===== src/rtl/mpt_pkg.sv =====
package mpt_pkg;
    localparam int PHASE_W = 8;
    localparam int TSET_W  = 4 * PHASE_W;
    localparam int ELAP_W  = PHASE_W + 2;

    typedef enum logic [1:0] {
        SP_COMMON = 2'd0,
        SP_ATTR   = 2'd1,
        SP_IO     = 2'd2,
        SP_RSVD   = 2'd3
    } space_e;

    typedef struct packed {
        logic [PHASE_W-1:0] drive;
        logic [PHASE_W-1:0] hold;
        logic [PHASE_W-1:0] strobe;
        logic [PHASE_W-1:0] setup;
    } tset_t;

    typedef enum logic [2:0] {
        ST_IDLE,
        ST_SETUP,
        ST_STROBE,
        ST_HOLD,
        ST_DONE
    } phase_e;

    function automatic logic space_allowed(space_e sp, logic pccard);
        case (sp)
            SP_COMMON, SP_ATTR: return 1'b1;
            SP_IO:              return pccard;
            default:            return 1'b0;
        endcase
    endfunction
endpackage


===== src/rtl/mpt_set_select.sv =====
module mpt_set_select
    import mpt_pkg::*;
#(
    parameter int NUM_SETS = 3
) (
    input  logic [1:0]  space_i,
    input  logic        pccard_i,
    input  tset_t       sets_i [NUM_SETS],
    output tset_t       sel_o,
    output logic        ok_o
);
    localparam int IDX_W = $clog2(NUM_SETS);

    logic [IDX_W-1:0] idx;

    always_comb begin
        ok_o  = space_allowed(space_e'(space_i), pccard_i);
        idx   = space_i[IDX_W-1:0];
        sel_o = '0;
        if (ok_o && (32'(space_i) < NUM_SETS)) begin
            sel_o = sets_i[idx];
        end
    end
endmodule


===== src/rtl/mpt_phase_seq.sv =====
module mpt_phase_seq
    import mpt_pkg::*;
(
    input  logic   clk,
    input  logic   rst,
    input  logic   accept_i,
    input  tset_t  start_set_i,
    input  tset_t  held_set_i,
    input  logic   write_q_i,
    output logic   busy_o,
    output logic   ce_o,
    output logic   rd_o,
    output logic   wr_o,
    output logic   done_o
);
    phase_e             st_q;
    logic [PHASE_W-1:0] cnt_q;
    logic               last_cycle;

    assign last_cycle = (cnt_q == '0);

    always_ff @(posedge clk) begin
        if (rst) begin
            st_q  <= ST_IDLE;
            cnt_q <= '0;
        end else begin
            case (st_q)
                ST_IDLE: begin
                    if (accept_i) begin
                        st_q  <= ST_SETUP;
                        cnt_q <= start_set_i.setup;
                    end
                end
                ST_SETUP: begin
                    if (last_cycle) begin
                        st_q  <= ST_STROBE;
                        cnt_q <= held_set_i.strobe;
                    end else begin
                        cnt_q <= cnt_q - 1'b1;
                    end
                end
                ST_STROBE: begin
                    if (last_cycle) begin
                        st_q  <= ST_HOLD;
                        cnt_q <= held_set_i.hold;
                    end else begin
                        cnt_q <= cnt_q - 1'b1;
                    end
                end
                ST_HOLD: begin
                    if (last_cycle) begin
                        st_q <= ST_DONE;
                    end else begin
                        cnt_q <= cnt_q - 1'b1;
                    end
                end
                default: st_q <= ST_IDLE;
            endcase
        end
    end

    assign busy_o = (st_q != ST_IDLE);
    assign ce_o   = (st_q == ST_SETUP) || (st_q == ST_STROBE) || (st_q == ST_HOLD);
    assign rd_o   = (st_q == ST_STROBE) && !write_q_i;
    assign wr_o   = (st_q == ST_STROBE) && write_q_i;
    assign done_o = (st_q == ST_DONE);

    AST_STROBE_EXCLUSIVE: assert property (@(posedge clk) disable iff (rst)
        $onehot0({rd_o, wr_o}));
    AST_STROBE_INSIDE_CE: assert property (@(posedge clk) disable iff (rst)
        (rd_o || wr_o) |-> ce_o);
    AST_STROBE_AFTER_SETUP: assert property (@(posedge clk) disable iff (rst)
        (st_q == ST_STROBE) |=> (st_q == ST_STROBE || st_q == ST_HOLD));
    AST_DONE_SINGLE: assert property (@(posedge clk) disable iff (rst)
        done_o |=> !done_o);
    AST_DONE_CE_LOW: assert property (@(posedge clk) disable iff (rst)
        done_o |-> !ce_o);
    AST_BUSY_NO_RESTART: assert property (@(posedge clk) disable iff (rst)
        (st_q == ST_DONE) |=> !ce_o);
endmodule


===== src/rtl/mpt_drive_gate.sv =====
module mpt_drive_gate
    import mpt_pkg::*;
(
    input  logic               clk,
    input  logic               rst,
    input  logic               accept_i,
    input  logic               active_i,
    input  logic               write_q_i,
    input  logic [PHASE_W-1:0] drive_q_i,
    output logic               dout_en_o
);
    localparam logic [ELAP_W-1:0] ELAP_MAX = '1;

    logic [ELAP_W-1:0] elapsed_q;

    always_ff @(posedge clk) begin
        if (rst) begin
            elapsed_q <= '0;
        end else if (accept_i) begin
            elapsed_q <= '0;
        end else if (active_i && elapsed_q != ELAP_MAX) begin
            elapsed_q <= elapsed_q + 1'b1;
        end
    end

    assign dout_en_o = active_i && write_q_i &&
                       (ELAP_W'(drive_q_i) <= elapsed_q);

    AST_DOUT_IN_WRITE: assert property (@(posedge clk) disable iff (rst)
        dout_en_o |-> (active_i && write_q_i));
    AST_DOUT_STAYS_ON: assert property (@(posedge clk) disable iff (rst)
        (dout_en_o && !accept_i) |=> (dout_en_o || !active_i));
endmodule


===== src/rtl/mem_phase_timer.sv =====
module mem_phase_timer
    import mpt_pkg::*;
(
    input  logic        clk,
    input  logic        rst,
    input  logic        start_i,
    input  logic        write_i,
    input  logic [1:0]  space_i,
    input  logic        pccard_i,
    input  logic [31:0] tim_common_i,
    input  logic [31:0] tim_attr_i,
    input  logic [31:0] tim_io_i,
    output logic        ce_o,
    output logic        rd_o,
    output logic        wr_o,
    output logic        dout_en_o,
    output logic        done_o
);
    localparam int NUM_SETS = 3;

    tset_t sets [NUM_SETS];
    tset_t sel_set;
    tset_t set_q;
    logic  sel_ok;
    logic  busy;
    logic  accept;
    logic  write_q;

    assign sets[SP_COMMON] = tset_t'(tim_common_i);
    assign sets[SP_ATTR]   = tset_t'(tim_attr_i);
    assign sets[SP_IO]     = tset_t'(tim_io_i);

    mpt_set_select #(.NUM_SETS(NUM_SETS)) u_select (
        .space_i  (space_i),
        .pccard_i (pccard_i),
        .sets_i   (sets),
        .sel_o    (sel_set),
        .ok_o     (sel_ok)
    );

    assign accept = start_i && !busy && sel_ok;

    always_ff @(posedge clk) begin
        if (rst) begin
            set_q   <= '0;
            write_q <= 1'b0;
        end else if (accept) begin
            set_q   <= sel_set;
            write_q <= write_i;
        end
    end

    mpt_phase_seq u_seq (
        .clk         (clk),
        .rst         (rst),
        .accept_i    (accept),
        .start_set_i (sel_set),
        .held_set_i  (set_q),
        .write_q_i   (write_q),
        .busy_o      (busy),
        .ce_o        (ce_o),
        .rd_o        (rd_o),
        .wr_o        (wr_o),
        .done_o      (done_o)
    );

    mpt_drive_gate u_drive (
        .clk       (clk),
        .rst       (rst),
        .accept_i  (accept),
        .active_i  (ce_o),
        .write_q_i (write_q),
        .drive_q_i (set_q.drive),
        .dout_en_o (dout_en_o)
    );

    AST_ACCEPT_STARTS_CE: assert property (@(posedge clk) disable iff (rst)
        accept |=> ce_o);
    AST_REJECT_NO_ACCESS: assert property (@(posedge clk) disable iff (rst)
        (!busy && !accept) |=> !ce_o);
endmodule


===== config.mk =====
export PLATFORM = sky130hd
export DESIGN_NAME = mem_phase_timer
export DESIGN_NICKNAME = d
export VERILOG_FILES = /design/src/rtl/mpt_pkg.sv /design/src/rtl/mpt_set_select.sv /design/src/rtl/mpt_phase_seq.sv /design/src/rtl/mpt_drive_gate.sv /design/src/rtl/mem_phase_timer.sv
export SDC_FILE = /design/constraint.sdc
export NUM_CORES = 1
export LEC_CHECK = 0
export ABC_CLOCK_PERIOD_IN_PS = 3100
export CAP_MARGIN = 0
export CORE_UTILIZATION = 30
export CTS_BUF_LIST = sky130_fd_sc_hd__clkbuf_4 sky130_fd_sc_hd__clkbuf_8
export DETAILED_ROUTE_END_ITERATION = 8
export DONT_BUFFER_PORTS = 1
export HOLD_SLACK_MARGIN = 0.03
export PLACE_DENSITY_LB_ADDON = 0.3
export RECOVER_POWER = 25
export SYNTH_ARGS = -nofsm -noshare
export SYNTH_HDL_FRONTEND = slang
export SYNTH_SLANG_ARGS = --single-unit

===== constraint.sdc =====
create_clock -name clk -period 3.1 [get_ports clk]
set_input_delay 0.62 -clock clk [delete_from_list [all_inputs] [get_ports clk]]
set_output_delay 0.62 -clock clk [all_outputs]
set_load 0.02 [all_outputs]

==> impl_metrics.tcl, run 1 <==
set metrics [dict create \
    status "completed" \
    synth_enable_flop_cells 0 \
    clkSinkCount 46 \
    critPathMaxStageDelay_ns 0.45 \
    die_area_um2 10700 \
    critPathMaxFanout 7 \
    skew_ns 0.0107 \
    n_antenna_cell 0 \
    synth_top_area_cell "dfxtp_1" \
    syn_to_final_growth_pct 5.82 \
    initial_core_util_pct 31.2 \
    antenna_found_initial 0 \
    drt_iter0_markers 139 \
    peakVddDrop_v 0.000312 \
    synth_area_leaders "dfxtp_1 (30%), mux2i_1 (11%), nor2_1 (8.4%), a211oi_1 (5.8%), a21oi_1 (5.7%)" \
    wl_um 7800 \
    r2r_end "u_seq.cnt_q[2]" \
    post_cts_resized 0 \
    power.share.clock_pct 17.2 \
    core_um2 9910 \
    cts_made_buffers 5 \
    power.density_nw_per_um2 816 \
    io_pins 108 \
    finalSetupTns_ns 0 \
    synth_fp_nets 512 \
    p_int_mw 1.52 \
    ys_ff_latch 46 \
    p_total_mw 2.68 \
    slowest_stage "dfxtp_1" \
    avgSynthCellArea_um2 7.78 \
    ys_seq_area_share_pct 29.7 \
    cp.arrival_ns 1.98 \
    ff2ff_path_depth 7 \
    worstPathRequired_ns 2.48 \
    fin_nets 492 \
    gp_congestion 0.855 \
    postSynthCellCount 398 \
    whs_path_depth 1 \
    cp_top_family "compound AO/OA/AOI/OAI gates" \
    path_cells "inv_1, ha_1, nand4_1, o21ai_0, a211o_1, o2111a_1" \
    cts.htree.levels 2 \
    synth_most_common_cell "nor2_1" \
    fin_crit_ns 2.60 \
    grt_use_total_pct 14.7 \
    synth.top_cells.by_count "nor2_1 (69), dfxtp_1 (46), a21oi_1 (35)" \
    drive_gt1_share_pct 5.54 \
    relSlewSlack_pct 47.2 \
    synthFlopType "dfxtp_1" \
    p_seq_share_pct 33.3 \
    max_cap_violations 0 \
    dieHeight_um 104 \
    hold-path-endpoint "u_seq.cnt_q[1]" \
    grt_pass1_vias 2607 \
    grt_pass1_wl_um 12900 \
    vias 2737 \
    preCtsSetupSlack_ns 0.855 \
    max_freq_ghz 0.385 \
    clkLatencyLatePin_ns 0.30 \
    cts-root-buf "clkbuf_8" \
    critPathLaunchType "flop" \
    syn-cell-area_um2 3100 \
    cts_tree "built" \
    reg2reg_from "u_seq.cnt_q[0]" \
    p_sw_share_pct 43.3 \
    async_reset_ff_share_pct 0 \
    critPathKind "flop to output port" \
    rsz0062_at_grt "false" \
    finalMaxSlewViolations 0 \
    period_share_pct 83.7 \
    cp-end-kind "output port" \
    p_comb_share_pct 49.5 \
    grt_max_degree 44 \
    hold_class "input port to flop" \
    wire_per_inst_um 15.2 \
    drc 0 \
    r2r_slack_ns 0.86 \
    finalSetupViolations 0 \
    fin_util_pct 33.1 \
    first_pass_iters 4 \
    path_clk_slew_ns 0.09 \
    rows 36 \
    synth_cell_types 49 \
    post_cts_buffers 0 \
    cts_buffer_depth 2 \
    tightest_slew_ns 0.792 \
    fp.dieW_um 104 \
    final_hold_viol_count 0 \
    ys.warnings.count 0 \
    grt_overflow_total 0 \
    hold_buffers 0 \
    cp.buffers_inverters 1 \
    p_leak_nw 1.21 \
    fin_ws_ns 0.504 \
    ant_nets 0 \
    numPortBuffers 0 \
    hpwlAfterDp_um 6000 \
    viasPerCell 5.35 \
    timing.hold.ws_ns 0.403 \
    min_from "rst" \
    synth_top_area_share_pct 29.7 \
    switchingPower_mw 1.16 \
]
[cell families (layout without fill, tap and decap cells)]
family	count (synthesis)	count (layout)	synth area share, %
AOI/OAI and AO/OA	117	117	25.4
xor gates and xnor gates	10	10	2.83
muxes	35	35	11.4
adders and majority gates	12	12	4.77
DFF	46	46	29.7
and+or+nand+nor	127	127	19.3
buffers and inverters	51	32	6.63
[power by group through the flow]
stage	Combinational (mW)	Clock, mW	Sequential (mW)
after floorplan	1.16	0	0.825
after CTS	1.34	0.476	0.891
after global routing	1.49	0.509	0.917
after detailed placement	1.34	0	0.904
final	1.32	0.460	0.891
after global placement	1.31	0	0.898
[flip-flops by register name, indices dropped and copies added, names as in the netlist]
register           count
set_q                 24
u_drive.elapsed_q     10
u_seq.cnt_q            8
u_seq.st_q             3
write_q                1
[layout make-up]
class	count	area [um2]
multi-input combinational	301	1970
inverter	18	67.6
sequential	46	921
timing repair buffer	6	35.0
clock buffer	6	76.3
clock inverter	2	37.5
tap	133	166
fill	1073	6630
[stage by stage]
| stage | std cells | area (um2) |
|---|---|---|
| after floorplan | 398 | 3100 |
| final | 512 | 3280 |
| after global placement | 504 | 3180 |
| after CTS | 512 | 3290 |
| after detailed placement | 504 | 3180 |
| after global routing | 512 | 3280 |
[metal layers]
layer  routed length [um]  GRT usage (%)  vias to the layer above
li1                     -              -                     1409
met1                 3720           19.8                     1224
met2                 3610           23.7                       96
met3                  331           1.89                        8
met4                  137           5.69                        0
met5                    0              0                        -
[worst max-delay path by stage]
stage,startpoint,endpoint,slack [ns],cells after the start
6_report,u_drive.elapsed_q[2],dout_en_o,0.50,6
5_1_grt,u_drive.elapsed_q[2],dout_en_o,0.37,6
4_1_cts,u_drive.elapsed_q[2],dout_en_o,0.52,6
2_1_floorplan,u_drive.elapsed_q[1],dout_en_o,0.98,7
3_5_place_dp,u_drive.elapsed_q[2],dout_en_o,0.86,6
3_3_place_gp,u_drive.elapsed_q[6],dout_en_o,0.90,6
[layout by cell type, fill, tap and decap left out, drive strengths merged, types with 3 or more instances in the layout]
cell      n
nand4     7
mux2i    34
a221oi    6
nor3      8
ha       11
a22oi     3
nand3     4
o32ai     3
nor2     69
a2111oi   3
xnor2     8
dfxtp    46
nand2    13
a21oi    35
nor2b     8
clkbuf    9
o21ai    20
nor4      4
or2       3
a211oi   24
buf       3
a22o      6
inv      18
Power figures use the tool's default switching activity.
==> inputs of run 2 (changes only) <==
- ABC_CLOCK_PERIOD_IN_PS: 3100 -> 2400
- clock period: 3.1 -> 2.4 ns (I/O delays scaled with it)
==> run 2 against run 1 <==
Against the previous run:
- first-iteration DRC count up 72%
- non-clock buffer count up 6
- critical path depth up 1
==> impl_metrics.tcl, run 2 (synthesis results as in run 1) <==
set metrics [dict create \
    status "completed" \
    drc 0 \
    finalSetupViolations 0 \
    max_freq_ghz 0.435 \
    fin_nets 498 \
    fin_util_pct 33.7 \
    post_cts_resized 1 \
    switchingPower_mw 1.49 \
    design_area_um2 3340 \
    initial_core_util_pct 31.2 \
    drive_gt1_share_pct 9.11 \
    critPathMaxFanout 4 \
    nFillCells 1094 \
    period_share_pct 95.8 \
    cts_tree "built" \
    tightest_slew_ns 0.595 \
    place_area_um2 3240 \
    worstPathRequired_ns 1.92 \
    cts-root-buf "clkbuf_8" \
    p_seq_share_pct 33.1 \
    cts_buffer_depth 2 \
    hold_class "input port to flop" \
    grt_max_degree 51 \
    grt_use_total_pct 14.8 \
    power.share.clock_pct 13.6 \
    drt_iter0_markers 239 \
    path_cells "inv_1, ha_1, nor2b_1, o21a_1, o21ai_1, a211o_1, o2111a_2" \
    wl_um 7720 \
    power.density_nw_per_um2 1030 \
    cts.htree.levels 2 \
    n_antenna_cell 0 \
    p_int_mw 1.95 \
    gp_congestion 0.853 \
    final_cell_mix "nor2_1 (69), dfxtp_1 (42), a21oi_1 (34), mux2i_1 (34), a211oi_1 (24)" \
    p_total_mw 3.44 \
    top_regs "set_q: 24 flops, u_drive.elapsed_q: 10 flops, u_seq.cnt_q: 8 flops" \
    clkLatencyLatePin_ns 0.30 \
    post_cts_buffers 0 \
    fin_crit_ns 2.30 \
    largest_reg_flops 24 \
    rows 36 \
    regMostFlops "set_q" \
    critPathLaunchType "flop" \
    skew_ns 0.00488 \
    die_area_um2 10700 \
    critPathKind "flop to output port" \
    viasPerCell 5.33 \
    relSlewSlack_pct 59.3 \
    grt_pass1_wl_um 13000 \
    cp.arrival_ns 1.82 \
    critPathMaxStageDelay_ns 0.36 \
    final_common_cell "nor2_1" \
    slowest_stage "dfxtp_2" \
    grt_pass1_vias 2643 \
    hold_buffers 0 \
    vias 2755 \
    max_cap_violations 0 \
    wire_per_inst_um 14.9 \
    ant_nets 0 \
    syn_to_final_growth_pct 7.76 \
    cp_top_family "compound AO/OA/AOI/OAI gates" \
    core_um2 9910 \
    final_cells 517 \
    dieHeight_um 104 \
    io_pins 108 \
    grt_overflow_total 0 \
    rsz0062_at_grt "false" \
    path_clk_slew_ns 0.08 \
    p_comb_share_pct 53.3 \
    p_leak_nw 1.24 \
    p_sw_share_pct 43.3 \
    peakVddDrop_v 0.000428 \
    cp.buffers_inverters 1 \
    cts_made_buffers 5 \
    first_pass_iters 4 \
    clkSinkCount 46 \
    cp-end-kind "output port" \
    antenna_found_initial 0 \
    hpwlAfterDp_um 5870 \
    numPortBuffers 0 \
    finalMaxSlewViolations 0 \
    fp.dieW_um 104 \
    final_hold_viol_count 0 \
    place_inst 510 \
    finalSetupTns_ns 0 \
]
run 2: cell types whose count changed in the layout (fill, tap and decap cells not counted), sizes merged:
cell    change
buf         +8
clkbuf      -2
bufinv      -1
run 2: path summary, 6_finish.rpt:
path | startpoint | to | slack (ns) | cells after the start
setup / recovery | u_drive.elapsed_q[1] | dout_en_o | 0.10 | 7
setup reg to reg | u_seq.cnt_q[0] | u_seq.cnt_q[3] | 0.17 | 7
hold / removal | rst | set_q[15] | 0.27 | 1
hold reg to reg | set_q[10] | set_q[10] | 0.50 | 2
run 2: power groups by stage:
stage               Combinational, mW  Clock (mW)  Sequential, mW
finish                           1.84       0.470            1.14
global route                     2.06       0.524            1.18
CTS                              1.82       0.492            1.14
detailed placement               1.81           0            1.15
global placement                 1.80           0            1.15
floorplan                        1.49           0            1.07
run 2: final cells by class:
| cell class | instances | area (um2) | share of cell area (%) |
|---|---|---|---|
| repair buffers | 12 | 98.8 | 2.96 |
| clock inverters | 1 | 7.51 | 0.225 |
| flip-flops and latches | 46 | 926 | 27.7 |
| multi-input cells | 301 | 1990 | 59.8 |
| clock buffers | 6 | 76.3 | 2.29 |
| inverters | 18 | 67.6 | 2.02 |
| well taps | 133 | 166 | 4.99 |
run 2: metrics by stage:
stage / hold WS, ns / setup WS (ns)
finish: 0.269 / 0.102
global route: 0.231 / 0.0101
CTS: 0.236 / 0.00240
detailed placement: 0.488 / 0.177
global placement: 0.486 / 0.263
floorplan: 0.476 / 0.401
run 2: worst reg2reg max path: cells and delay by family, from the launching register on:
kind	cells	cell delay, ns
AO/OA/AOI/OAI	2	0.45
adder cells (fa/ha/maj)	1	0.19
buffers and inverters	1	0.12
flip-flops	1	0.33
AND/OR/NAND/NOR	3	1.02
run 2: layer usage:
layer | vias up | GRT usage [%] | wire, um
met5 | - | 0 | 0
met1 | 1247 | 19.1 | 3580
met2 | 88 | 25.5 | 3710
met3 | 8 | 1.95 | 334
met4 | 0 | 4.45 | 90
li1 | 1412 | - | -
==> inputs of run 3 (changes only) <==
- CTS_BUF_LIST: sky130_fd_sc_hd__clkbuf_4 sky130_fd_sc_hd__clkbuf_8 -> not set
==> run 3 against run 2 <==
Against the previous run:
- sequential share of layout area about the same
- largest power group unchanged
- sequential power is essentially flat
- highest routed layer unchanged
- hold slack worse by 0.00088 ns
- largest cell class unchanged
- first-iteration DRC count shrank 16%
- critical endpoint unchanged
- flip-flop and latch count is the same
- clock power is 3% lower
- die area did not move
==> impl_metrics.tcl, run 3 (synthesis results as in run 1) <==
set metrics [dict create \
    cts_made_buffers 5 \
    rsz0062_at_grt "false" \
    cts_tree "built" \
    cts-root-buf "clkbuf_8" \
    finalMaxSlewViolations 0 \
    drt_iter0_markers 200 \
    grt_overflow_total 0 \
    slowest_stage "dfxtp_2" \
    fp.dieW_um 104 \
    first_pass_iters 4 \
    power.density_nw_per_um2 1030 \
    initial_core_util_pct 31.2 \
    final_cell_mix "nor2_1 (69), dfxtp_1 (42), a21oi_1 (34), mux2i_1 (34), a211oi_1 (24)" \
    drc 0 \
    core_um2 9910 \
    nFillCells 1095 \
    crit_start "u_drive.elapsed_q[1]" \
    io_pins 108 \
    cts_buffer_depth 2 \
    preCtsSetupSlack_ns 0.177 \
    path_cells "inv_1, ha_1, nor2b_1, o21a_1, o21ai_1, a211o_1, o2111a_2" \
    cp.arrival_ns 1.82 \
    setup.worst_path.end "dout_en_o" \
    path_clk_slew_ns 0.08 \
    finalSetupTns_ns 0 \
    cts.htree.levels 2 \
    grt_pass1_vias 2633 \
    grt_pass1_wl_um 13000 \
    hpwlAfterDp_um 5870 \
    viasPerCell 5.35 \
    vias 2767 \
    clkSinkCount 46 \
    fin_util_pct 33.6 \
    hold_buffers 0 \
    numPortBuffers 0 \
    hold_class "input port to flop" \
    final_common_cell "nor2_1" \
    worstPathRequired_ns 1.92 \
    die_area_um2 10700 \
    r2r_slack_ns 0.17 \
    dieHeight_um 104 \
    period_share_pct 95.8 \
    place_inst 510 \
    p_leak_nw 1.23 \
    final_cells 517 \
    critPathMaxStageDelay_ns 0.36 \
    drive_gt1_share_pct 8.85 \
    syn_to_final_growth_pct 7.64 \
    finalSetupViolations 0 \
    p_total_mw 3.43 \
    skew_ns 0.00521 \
    peakVddDrop_v 0.000428 \
    r2r_end "u_seq.cnt_q[3]" \
    relSlewSlack_pct 59.4 \
    fin_nets 498 \
    wire_per_inst_um 14.8 \
    grt_max_degree 51 \
    ff2ff_path_depth 7 \
    grt_use_total_pct 14.7 \
    wl_um 7670 \
    gp_congestion 0.853 \
    post_cts_buffers 0 \
    critPathMaxFanout 4 \
    status "completed" \
    antenna_found_initial 0 \
    rows 36 \
    max_freq_ghz 0.435 \
    tightest_slew_ns 0.594 \
    fin_ws_ns 0.102 \
    ant_nets 0 \
    largest_reg_flops 24 \
    n_antenna_cell 0 \
    regMostFlops "set_q" \
    critPathLaunchType "flop" \
    cp-end-kind "output port" \
    critPathKind "flop to output port" \
    clkLatencyLatePin_ns 0.30 \
    max_cap_violations 0 \
    fin_crit_ns 2.30 \
    final_hold_viol_count 0 \
    top_regs "set_q: 24 flops, u_drive.elapsed_q: 10 flops, u_seq.cnt_q: 8 flops" \
    reg2reg_from "u_seq.cnt_q[0]" \
]
-- run 3: cell counts in the layout (fill, tap and decap cells not counted) --
No cell type changed its count.
-- run 3: power breakdown --
part | switching (mW) | internal [mW]
Combinational | 1.04 | 0.794
Sequential | 0.193 | 0.946
Clock | 0.258 | 0.200
Total | 1.49 | 1.94
-- run 3: per-layer routing --
metal | wire length, um | vias up | track usage (%)
met3 | 367 | 8 | 1.95
met1 | 3550 | 1254 | 19.1
met2 | 3660 | 95 | 25.3
met4 | 90 | 0 | 4.45
li1 | - | 1410 | -
met5 | 0 | - | 0
-- run 3: worst max-delay path: cells and delay by family (launching register included) --
family,cells,cell delay (ns)
buf+inv,1,0.06
fa+ha+maj,1,0.28
compound gates,4,0.69
simple gates,1,0.13
flops,1,0.36
-- run 3: worst min-delay path by stage --
stage | cells after the start | slack, ns | start | end
detailed placement | 2 | 0.49 | set_q[15] | set_q[15]
global placement | 2 | 0.49 | set_q[18] | set_q[18]
global route | 1 | 0.23 | rst | u_seq.cnt_q[0]
floorplan | 2 | 0.48 | set_q[8] | set_q[8]
finish | 1 | 0.27 | rst | set_q[15]
CTS | 1 | 0.24 | rst | u_seq.cnt_q[0]
-- run 3: final cells by class --
type                    count  area (um2)  area share [%]
flip-flops and latches     46         926            27.8
repair buffers             12        98.8            2.97
well taps                 133         166            4.99
multi-input cells         301        1990            59.8
inverters                  18        67.6            2.03
clock inverters             1        7.51           0.225
clock buffers               6        72.6            2.18
-- run 3: metrics by stage --
step,instance area (um2),hold WS (ns)
after floorplan,3100,0.476
after global placement,3240,0.486
after detailed placement,3240,0.488
after CTS,3320,0.236
after global routing,3330,0.231
final,3330,0.268
-- run 3: repair_timing --
| item | CTS | global route |
|---|---|---|
| gates resized for setup | 1 | 10 |
| endpoints found under the hold margin | 0 | 0 |
| cloned | 0 | 0 |
| endpoints found under the setup margin | 1 | 3 |
